`config.mk`:
```
export PLATFORM = sky130hd
export DESIGN_NAME = tmr_io_chan
export DESIGN_NICKNAME = d
export VERILOG_FILES = /design/src/rtl/tmr_io_pkg.sv /design/src/rtl/tmr_io_edge.sv /design/src/rtl/tmr_io_unit.sv /design/src/rtl/tmr_io_chan.sv
export SDC_FILE = /design/constraint.sdc
export NUM_CORES = 1
export LEC_CHECK = 0
export BUFFER_PORTS_ARGS = -buffer_cell sky130_fd_sc_hd__buf_2
export CAP_MARGIN = 20
export CORE_MARGIN = 1.5
export CORE_UTILIZATION = 50
export DETAILED_ROUTE_END_ITERATION = 10
export PLACE_DENSITY = 0.77
export SETUP_SLACK_MARGIN = 0.02
export SLEW_MARGIN = 30
export SYNTH_ARGS = -nofsm -noshare
export SYNTH_HDL_FRONTEND = slang
export SYNTH_SLANG_ARGS = --single-unit
```
`constraint.sdc`:
```
create_clock -name clk -period 1.8 [get_ports clk]
set_clock_uncertainty 0.15 [all_clocks]
set_input_delay 0.09 -clock clk [delete_from_list [all_inputs] [get_ports clk]]
set_output_delay 0.09 -clock clk [all_outputs]
set_load 0.03 [all_outputs]
```
`src/rtl/tmr_io_pkg.sv`:
```
package tmr_io_pkg;
  localparam int NUM_GR  = 2;
  localparam int FIELD_W = 4;
  localparam int CTL_W   = NUM_GR * FIELD_W;

  typedef enum logic [1:0] {
    ADR_CTL  = 2'd0,
    ADR_GRA  = 2'd1,
    ADR_GRB  = 2'd2,
    ADR_NONE = 2'd3
  } tmr_adr_e;

  typedef enum logic [1:0] {
    ACT_OFF  = 2'd0,
    ACT_LOW  = 2'd1,
    ACT_HIGH = 2'd2,
    ACT_TGL  = 2'd3
  } tmr_act_e;
endpackage

```
`src/rtl/tmr_io_edge.sv`:
```
module tmr_io_edge #(
  parameter int STAGES = 2
) (
  input  logic clk,
  input  logic rst_n,
  input  logic pin_i,
  output logic rise_o,
  output logic fall_o
);
  localparam int LAST = STAGES - 1;

  logic [STAGES:0] sh_q;

  always_ff @(posedge clk or negedge rst_n) begin
    if (!rst_n) sh_q <= '0;
    else        sh_q <= {sh_q[STAGES-1:0], pin_i};
  end

  assign rise_o =  sh_q[LAST] & ~sh_q[STAGES];
  assign fall_o = ~sh_q[LAST] &  sh_q[STAGES];
endmodule

```
`src/rtl/tmr_io_unit.sv`:
```
module tmr_io_unit
  import tmr_io_pkg::*;
#(
  parameter int CNT_W       = 16,
  parameter int SYNC_STAGES = 2
) (
  input  logic             clk,
  input  logic             rst_n,
  input  logic [3:0]       field_i,
  input  logic             field_we_i,
  input  logic [1:0]       field_new_hi_i,
  input  logic             gr_we_i,
  input  logic [CNT_W-1:0] gr_wdata_i,
  input  logic [CNT_W-1:0] cnt_i,
  input  logic             pin_i,
  input  logic             xev_i,
  output logic [CNT_W-1:0] gr_o,
  output logic             pin_o,
  output logic             cap_o
);
  logic             rise, fall, trig, match;
  logic [CNT_W-1:0] gr_q;
  logic             pin_q;
  tmr_act_e         act;

  tmr_io_edge #(.STAGES(SYNC_STAGES)) u_edge (
    .clk   (clk),
    .rst_n (rst_n),
    .pin_i (pin_i),
    .rise_o(rise),
    .fall_o(fall)
  );

  // bit3 = capture, bit2 = cross-channel source, bit1 = both edges, bit0 = falling
  always_comb begin
    if (!field_i[3])     trig = 1'b0;
    else if (field_i[2]) trig = xev_i;
    else if (field_i[1]) trig = rise | fall;
    else if (field_i[0]) trig = fall;
    else                 trig = rise;
  end

  assign act   = tmr_act_e'(field_i[1:0]);
  assign match = !field_i[3] && (cnt_i == gr_q);

  // capture wins over the bus write
  always_ff @(posedge clk or negedge rst_n) begin
    if (!rst_n)       gr_q <= '0;
    else if (trig)    gr_q <= cnt_i;
    else if (gr_we_i) gr_q <= gr_wdata_i;
  end

  always_ff @(posedge clk or negedge rst_n) begin
    if (!rst_n) begin
      pin_q <= 1'b0;
    end else if (field_we_i && !field_new_hi_i[1]) begin
      pin_q <= field_new_hi_i[0];
    end else if (!field_i[3]) begin
      unique case (act)
        ACT_OFF:  pin_q <= field_i[2];
        ACT_LOW:  if (match) pin_q <= 1'b0;
        ACT_HIGH: if (match) pin_q <= 1'b1;
        ACT_TGL:  if (match) pin_q <= ~pin_q;
        default:  pin_q <= pin_q;
      endcase
    end
  end

  assign gr_o  = gr_q;
  assign pin_o = pin_q;
  assign cap_o = trig;
endmodule

```
`src/rtl/tmr_io_chan.sv`:
```
module tmr_io_chan
  import tmr_io_pkg::*;
#(
  parameter int CNT_W       = 16,
  parameter int SYNC_STAGES = 2
) (
  input  logic             clk,
  input  logic             rst_n,
  input  logic [CNT_W-1:0] cnt_i,
  input  logic             pin_a_i,
  input  logic             pin_b_i,
  input  logic             xev_a_i,
  input  logic             xev_b_i,
  input  logic             wr_en_i,
  input  logic [1:0]       wr_addr_i,
  input  logic [CNT_W-1:0] wr_data_i,
  input  logic [1:0]       rd_addr_i,
  output logic [CNT_W-1:0] rd_data_o,
  output logic             pin_a_o,
  output logic             pin_b_o
);
  logic [CTL_W-1:0]             ctl_q;
  logic                         ctl_we;
  logic [NUM_GR-1:0][CNT_W-1:0] gr_q;
  logic [NUM_GR-1:0]            pin_q, cap_hit, pin_in, xev_in;

  assign ctl_we = wr_en_i && (wr_addr_i == ADR_CTL);
  assign pin_in = {pin_b_i, pin_a_i};
  assign xev_in = {xev_b_i, xev_a_i};

  always_ff @(posedge clk or negedge rst_n) begin
    if (!rst_n)      ctl_q <= '0;
    else if (ctl_we) ctl_q <= wr_data_i[CTL_W-1:0];
  end

  for (genvar gi = 0; gi < NUM_GR; gi++) begin : g_unit
    localparam tmr_adr_e GR_ADR = (gi == 0) ? ADR_GRA : ADR_GRB;
    logic gr_we;
    assign gr_we = wr_en_i && (wr_addr_i == GR_ADR);

    tmr_io_unit #(.CNT_W(CNT_W), .SYNC_STAGES(SYNC_STAGES)) u_unit (
      .clk           (clk),
      .rst_n         (rst_n),
      .field_i       (ctl_q[FIELD_W*gi +: FIELD_W]),
      .field_we_i    (ctl_we),
      .field_new_hi_i(wr_data_i[FIELD_W*gi+2 +: 2]),
      .gr_we_i       (gr_we),
      .gr_wdata_i    (wr_data_i),
      .cnt_i         (cnt_i),
      .pin_i         (pin_in[gi]),
      .xev_i         (xev_in[gi]),
      .gr_o          (gr_q[gi]),
      .pin_o         (pin_q[gi]),
      .cap_o         (cap_hit[gi])
    );
  end

  always_comb begin
    unique case (tmr_adr_e'(rd_addr_i))
      ADR_CTL: rd_data_o = CNT_W'(ctl_q);
      ADR_GRA: rd_data_o = gr_q[0];
      ADR_GRB: rd_data_o = gr_q[1];
      default: rd_data_o = '0;
    endcase
  end

  assign pin_a_o = pin_q[0];
  assign pin_b_o = pin_q[1];
endmodule

```
==> reports/qor.log, run 1 <==
qor: outcome.status finished with violations
qor: outcome.failed_checks setup timing
qor: logic_synthesis.synth_warnings 0
qor: logic_synthesis.post_syn_nets 347
qor: global_routing.grt_start_max_net_pins 25
qor: worst_setup_path.timing.reg2reg.setup_slack -0.14 ns
qor: die.top_level_ports 61
qor: pwr.power.static_leakage 2.04 nW
qor: placement.placement.setup.worst_slack -0.286 ns
qor: cts.cts-htree-levels 2
qor: placement.placed_instances 432
qor: cts.tritoncts.num_buffers 5
qor: route.totalWireLength 9890 um
qor: sta.setup_viol 33
qor: final_layout.area_taken_by_multi_input_logic_gates 1840 sq um
qor: sta.slew_headroom 60.8%
qor: pwr.pwr_density_cell 1130 nW/um^2
qor: placement.place_hpwl 5090 um
qor: logic_synthesis.parity_gate_share_of_the_synthesized_area_counting_xor_and_xnor_cells 9.51%
qor: global_routing.grt_overflow 0
qor: cts.clk_latency 0.31 ns
qor: sta.tightestPinTransition 0.588 ns
qor: logic_synthesis.synth_top_family_by_area multiplexers
qor: die.die_height 79.8 um
qor: worst_setup_path.path_max_fanout 4
qor: global_routing.grt_pass1_vias 2991
qor: die.core_region_area 5610 sq um
qor: logic_synthesis.synth-edff-count 0
qor: sta.finalHoldViolCount 0
qor: worst_setup_path.worst-setup-path-type flip-flop to flip-flop
qor: die.die-area 6360 sq um
qor: flow_run.cap_violations 0
qor: worst_setup_path.crit-reg2reg-capture g_unit[0].u_unit.gr_o[5]
qor: cts.clock_path_buffers 2
qor: pwr.worst_ir_drop_vdd 0.000537 V
qor: placement.gp_routability_congestion 0.812
qor: worst_setup_path.worst_r2r_startpoint g_unit[0].u_unit.u_edge.sh_q[1]
qor: logic_synthesis.synth-main-ff-cell dfrtp_1
qor: final_layout.final_util 74.5%
qor: pwr.totalPowerFinal 4.70 mW
qor: worst_setup_path.cp-end-kind flip-flop
qor: logic_synthesis.syn-instance-count 300
qor: sta.period_needed 1.94 ns
qor: die.dieWidth 79.8 um
qor: cts.tritoncts_num_sinks 48
qor: sta.unrepaired_setup_endpoints_after_global_routing true
qor: logic_synthesis.post_synthesis_simple_gate_area_fraction 13.7%
qor: worst_setup_path.critical_path.startpoint g_unit[0].u_unit.u_edge.sh_q[1]
qor: logic_synthesis.post_synth_instance_area 2950 sq um
qor: logic_synthesis.synth.mux.area_fraction 15.8%
qor: cts.path_clk_slew 0.10 ns
qor: global_routing.gr-usage-all-layers 31.8%
qor: route.detail-route-antenna-nets 0
qor: route.vias_per_cell 6.00
qor: logic_synthesis.synth.yosys.seq_area_share 40.8%
qor: final_layout.sequential_cell_area 1200 sq um
qor: route.vias 2945
qor: final_layout.design.final.nets 465
qor: placement.io_buffer_count 60
qor: route.drt-pass1-iter-count 6
qor: sta.setup-tns-final -1.77 ns
qor: final_layout.drive_above_1_share 32.5%
qor: logic_synthesis.post_synth.cell_area_avg 9.82 sq um
qor: logic_synthesis.synthesized_area_fraction_occupied_by_adder_cells 1.70%
qor: sta.period_share 108%
qor: cts.cts_tree yes
qor: route.initialDrtViolationCount 396
qor: sta.fin_ws -0.139 ns
qor: final_layout.filler_cell_count 391
qor: cts.cts.root.buffer_cell clkbuf_8
qor: logic_synthesis.number_of_synthesized_register_bits 48
qor: die.fp-row-count 27
qor: worst_setup_path.crit_path_end g_unit[0].u_unit.gr_o[5]
qor: worst_setup_path.worstRegToRegCells 8
qor: sta.achievable_frequency 0.516 GHz
qor: global_routing.grt_antenna_before_repair 0
qor: final_layout.antennaDiodeCount 0
qor: worst_setup_path.cp_data_arrival_time 2.02 ns
qor: min_path.hold_path_class input pin to flip-flop
qor: logic_synthesis.synth-compound-area-share 13.4%
qor: logic_synthesis.yosys.cell_types.count 34
qor: sta.final_max_slew_viol_count 0
qor: die.initial_utilization 52.5%
qor: global_routing.grt_first_pass_wirelength 15100 um
qor: route.drc_violations 0
qor: worst_setup_path.worstPathRequired 1.88 ns
qor: logic_synthesis.async_reset_ff_share 100%
qor: final_layout.synthToLayoutAreaGrowth 41.8%
qor: worst_setup_path.worst_setup_start_kind flip-flop
qor: final_layout.fin_cells 491
qor: route.routed_wire_length_per_instance 20.1 um
-- critical path, cell delays in order, from the launching register on --
cell	delay, ns
dfrtp_1	0.40
buf_6	0.13
ha_4	0.14
mux2_4	0.28
o211ai_4	0.18
buf_12	0.16
a21boi_4	0.07
buf_4	0.19
o21ai_1	0.17
-- report_power, final --
part	total, mW	switching (mW)	internal (mW)
clock network	0.813	0.400	0.414
logic	2.04	1.12	0.914
registers	1.85	0.418	1.43
total	4.70	1.94	2.76
-- synthesized netlist by cell type, types with 2 or more instances --
| cell | number | area, sq um |
|---|---|---|
| xor2_1 | 17 | 149 |
| inv_1 | 7 | 26.3 |
| nand2_1 | 64 | 240 |
| nor3_1 | 3 | 15.0 |
| o21ai_0 | 25 | 125 |
| o21ai_1 | 19 | 95.1 |
| xnor2_1 | 15 | 131 |
| nor4_2 | 3 | 37.5 |
| o211ai_2 | 2 | 25.0 |
| buf_4 | 2 | 15.0 |
| mux2_1 | 2 | 22.5 |
| buf_6 | 7 | 78.8 |
| a211oi_1 | 3 | 22.5 |
| a21boi_4 | 2 | 37.5 |
| nor4_1 | 2 | 12.5 |
| clkbuf_1 | 3 | 11.3 |
| ha_1 | 4 | 50.1 |
| dfrtp_1 | 48 | 1200 |
| mux2_4 | 2 | 30.0 |
| mux2i_1 | 40 | 400 |
| buf_2 | 4 | 20.0 |
| nand3b_1 | 2 | 15.0 |
| nand4_1 | 4 | 25.0 |
| nor2_1 | 2 | 7.51 |
| a22o_1 | 8 | 70.1 |
| nor2b_1 | 2 | 12.5 |
-- area by class of cell --
cell class                 instances  area share, %
clock inverter                     2          0.839
tap                               72           2.16
inverter                           7          0.629
timing repair buffer             121           21.8
clock buffer                       6           1.74
sequential                        48           28.8
multi-input combinational        235           44.1
-- cells by family (layout without fill, tap and decap cells) --
kind of cell | after synthesis | in the layout
AND/OR/NAND/NOR | 87 | 87
XOR/XNOR | 32 | 32
flip-flops | 48 | 48
multiplexers | 45 | 45
AO/OA/AOI/OAI | 61 | 67
buffers and inverters | 23 | 136
adder cells (fa/ha/maj) | 4 | 4
-- per-stage QoR --
step / instance area (sq um) / hold slack [ns]
after floorplan: 2950 / -0.356
after global placement: 3330 / -0.0415
after detailed placement: 3330 / -0.0286
after CTS: 4030 / 0.0805
after global routing: 4180 / 0.146
final: 4180 / 0.117
-- layout by cell type, fill, tap and decap left out, types with 2 or more instances in the layout --
master | netlist | final
o21ai_1 | 19 | 25
ha_1 | 4 | 2
nor2_1 | 2 | 2
buf_2 | 4 | 60
nand2_4 | 0 | 2
nand3b_1 | 2 | 2
o21ai_2 | 0 | 7
nand4_1 | 4 | 4
o211ai_4 | 0 | 2
nand2_1 | 64 | 55
o21ai_0 | 25 | 12
a211oi_1 | 3 | 3
xnor2_2 | 0 | 3
nor4_2 | 3 | 4
nor3_1 | 3 | 3
xnor2_1 | 15 | 12
buf_6 | 7 | 4
inv_1 | 7 | 7
clkbuf_8 | 0 | 5
buf_4 | 2 | 18
ha_4 | 0 | 2
buf_12 | 0 | 4
mux2_4 | 2 | 3
dlygate4sd3_1 | 0 | 35
nand2_2 | 0 | 7
a22o_1 | 8 | 8
dfrtp_1 | 48 | 47
nor2b_1 | 2 | 2
xor2_1 | 17 | 17
a21boi_4 | 2 | 8
mux2i_1 | 40 | 40
-- worst min-delay path by stage --
stage	startpoint	endpoint	slack, ns	cells after the start
floorplan	rst_n	ctl_q[0]	-0.36	0
global placement	rst_n	g_unit[0].u_unit.u_edge.sh_q[0]	-0.04	1
detailed placement	rst_n	g_unit[0].u_unit.u_edge.sh_q[0]	-0.03	1
CTS	wr_addr_i[0]	ctl_q[5]	0.08	5
global route	wr_addr_i[0]	ctl_q[5]	0.15	5
finish	wr_addr_i[0]	ctl_q[5]	0.12	5
-- layer usage --
metal | up-vias | global-route usage, % | share of wire [%]
li1 | 1287 | - | -
met1 | 1415 | 40.2 | 40
met2 | 191 | 51.1 | 47
met3 | 52 | 6.51 | 8.9
met4 | 0 | 16.9 | 4.2
met5 | - | 0 | 0
-- flip-flops by register name, indices dropped and copies added (netlist names) --
register                   flops
g_unit.u_unit.pin_o            2
ctl_q                          8
g_unit.u_unit.gr_o            32
g_unit.u_unit.u_edge.sh_q      6
-- what timing repair did --
action / in CTS / in global routing
hold buffers: 35 / 0
endpoints found under the hold margin: 64 / 0
setup buffers: 3 / 7
setup endpoints to repair: 34 / 35
gates cloned: 6 / 0
resized for setup: 31 / 23
pin swaps: 44 / 16
Power figures use the tool's default switching activity.
==> inputs of run 2 (changes only) <==
--- a/constraint.sdc
+++ b/constraint.sdc
@@ -3,3 +3,3 @@
 set_input_delay 0.09 -clock clk [delete_from_list [all_inputs] [get_ports clk]]
 set_output_delay 0.09 -clock clk [all_outputs]
-set_load 0.03 [all_outputs]
+set_load 0.01 [all_outputs]
==> reports/qor.log, run 2 (synthesized netlist as in run 1, its figures left out) <==
qor: final_layout.filler_cell_count 391 [unchanged]
qor: cts.cts_tree yes
qor: sta.finalHoldViolCount 0 [unchanged]
qor: worst_setup_path.worst-setup-path-type flip-flop to flip-flop
qor: final_layout.antennaDiodeCount 0 [unchanged]
qor: cts.clock_path_buffers 2 [unchanged]
qor: sta.setup_viol 33 [unchanged]
qor: worst_setup_path.worstRegToRegCells 8 [unchanged]
qor: pwr.worst_ir_drop_vdd 0.000506 V [-5.8%]
qor: route.vias 2945 [unchanged]
qor: cts.tritoncts_num_sinks 48 [unchanged]
qor: sta.achievable_frequency 0.516 GHz [unchanged]
qor: sta.period_needed 1.94 ns [unchanged]
qor: global_routing.grt_overflow 0 [unchanged]
qor: worst_setup_path.worstPathRequired 1.88 ns [about the same]
qor: placement.place_hpwl 5090 um [unchanged]
qor: sta.slew_headroom 60.8% [unchanged]
qor: die.initial_utilization 52.5% [unchanged]
qor: worst_setup_path.crit-reg2reg-capture g_unit[0].u_unit.gr_o[5]
qor: final_layout.final_common_cell buf_2
qor: outcome.status finished with violations
qor: cts.cts.root.buffer_cell clkbuf_8
qor: worst_setup_path.worst_setup_start_kind flip-flop
qor: die.top_level_ports 61 [unchanged]
qor: global_routing.grt_pass1_vias 2991 [unchanged]
qor: die.die-area 6360 sq um [unchanged]
qor: route.drc_violations 0 [unchanged]
qor: global_routing.grt_first_pass_wirelength 15100 um [unchanged]
qor: sta.period_share 108% [unchanged]
qor: worst_setup_path.path_max_fanout 4 [unchanged]
qor: placement.gp_routability_congestion 0.812 [unchanged]
qor: sta.fin_ws -0.139 ns [unchanged]
qor: final_layout.drive_above_1_share 32.2% [-0.24 points]
qor: worst_setup_path.cp_data_arrival_time 2.02 ns [about the same]
qor: worst_setup_path.cp-end-kind flip-flop
qor: placement.placed_area 3330 sq um [unchanged]
qor: worst_setup_path.critical_path.startpoint g_unit[0].u_unit.u_edge.sh_q[1]
qor: sta.setup-tns-final -1.77 ns [-0.0000100 ns]
qor: cts.path_clk_slew 0.10 ns [about the same]
qor: pwr.power.static_leakage 2.05 nW [about the same]
qor: route.initialDrtViolationCount 396 [unchanged]
qor: global_routing.grt_antenna_before_repair 0 [unchanged]
qor: die.fp-row-count 27 [unchanged]
qor: final_layout.mostFrequentLayoutCells 60 x buf_2, 55 x nand2_1, 48 x dfrtp_1
qor: die.core_region_area 5610 sq um [unchanged]
qor: min_path.hold_path_class input pin to flip-flop
qor: cts.clk_latency 0.31 ns [about the same]
qor: worst_setup_path.timing.reg2reg.setup_slack -0.14 ns [about the same]
qor: route.vias_per_cell 6.00 [unchanged]
qor: global_routing.gr-usage-all-layers 31.8% [unchanged]
qor: worst_setup_path.worst_r2r_startpoint g_unit[0].u_unit.u_edge.sh_q[1]
qor: sta.unrepaired_setup_endpoints_after_global_routing true
qor: route.totalWireLength 9890 um [unchanged]
qor: die.die_height 79.8 um [unchanged]
qor: final_layout.number_of_flip_flops_in_the_largest_register 32 [unchanged]
qor: cts.tritoncts.num_buffers 5 [unchanged]
qor: final_layout.final_design_area_excluding_fillers 4180 sq um [about the same]
qor: global_routing.grt_start_max_net_pins 25 [unchanged]
qor: sta.tightestPinTransition 0.588 ns [unchanged]
qor: final_layout.design.final.nets 465 [unchanged]
qor: flow_run.cap_violations 0 [unchanged]
qor: route.routed_wire_length_per_instance 20.1 um [unchanged]
qor: worst_setup_path.crit_path_end g_unit[0].u_unit.gr_o[5]
qor: pwr.totalPowerFinal 4.53 mW [-3.6%]
qor: pwr.pwr_density_cell 1080 nW/um^2 [-3.6%]
qor: placement.io_buffer_count 60 [unchanged]
qor: sta.final_max_slew_viol_count 0 [unchanged]
qor: final_layout.synthToLayoutAreaGrowth 41.7% [about the same]
qor: cts.cts-htree-levels 2 [unchanged]
qor: route.drt-pass1-iter-count 6 [unchanged]
qor: outcome.failed_checks setup timing
qor: route.detail-route-antenna-nets 0 [unchanged]
qor: die.dieWidth 79.8 um [unchanged]
-- run 2: stage by stage --
step	setup slack [ns]	hold WS (ns)	instances	utilization (%)
floorplan	0.145	-0.356	300	-
global placement	-0.215	-0.0415	432	59.4
detailed placement	-0.286	-0.0286	432	59.4
CTS	-0.0402	0.0805	484	71.8
global route	-0.170	0.146	491	74.5
finish	-0.139	0.117	491	74.5
-- run 2: worst min-delay path by stage --
stage	end	depth (start not counted)	from	slack (ns)
2_1_floorplan	ctl_q[0]	0	rst_n	-0.36
3_3_place_gp	g_unit[0].u_unit.u_edge.sh_q[0]	1	rst_n	-0.04
3_5_place_dp	g_unit[0].u_unit.u_edge.sh_q[0]	1	rst_n	-0.03
4_1_cts	ctl_q[5]	5	wr_addr_i[0]	0.08
5_1_grt	ctl_q[5]	5	wr_addr_i[0]	0.15
6_report	ctl_q[5]	5	wr_addr_i[0]	0.12
-- run 2: power by group --
| part | leakage [nW] | internal (mW) | switching [mW] |
|---|---|---|---|
| clock network | 0.0552 | 0.414 | 0.400 |
| logic | 1.41 | 0.913 | 0.955 |
| registers | 0.582 | 1.43 | 0.418 |
| total | 2.05 | 2.76 | 1.77 |
-- run 2: layout make-up --
cell class / instances / area (sq um) / area share [%]
Multi-Input combinational cell: 235 / 1840 / 44.1
Sequential cell: 48 / 1200 / 28.8
Timing Repair Buffer: 121 / 911 / 21.8
Tap cell: 72 / 90.1 / 2.16
Clock buffer: 6 / 72.6 / 1.74
Clock inverter: 2 / 35.0 / 0.839
Inverter: 7 / 26.3 / 0.629
-- run 2: worst max-delay path, cell delays in order, from the launching register on --
cell and delay (ns):
dfrtp_1 0.40, buf_6 0.13, ha_4 0.14, mux2_4 0.28, o211ai_4 0.18, buf_12 0.16, a21boi_4 0.07, buf_4 0.19
o21ai_1 0.17
-- run 2: metal layers --
layer | wire [um] | vias up | track usage (%)
met3 | 878 | 52 | 6.51
li1 | - | 1287 | -
met5 | 0 | - | 0
met4 | 418 | 0 | 16.9
met1 | 3940 | 1415 | 40.2
met2 | 4650 | 191 | 51.1
-- run 2: timing repair --
item / in CTS / in global routing
cloned: 6 / 0
pin swaps: 44 / 16
resized for setup: 31 / 22
hold buffers: 35 / 0
endpoints found under the setup margin: 34 / 34
buffers inserted: 3 / 7
endpoints found under the hold margin: 64 / 0
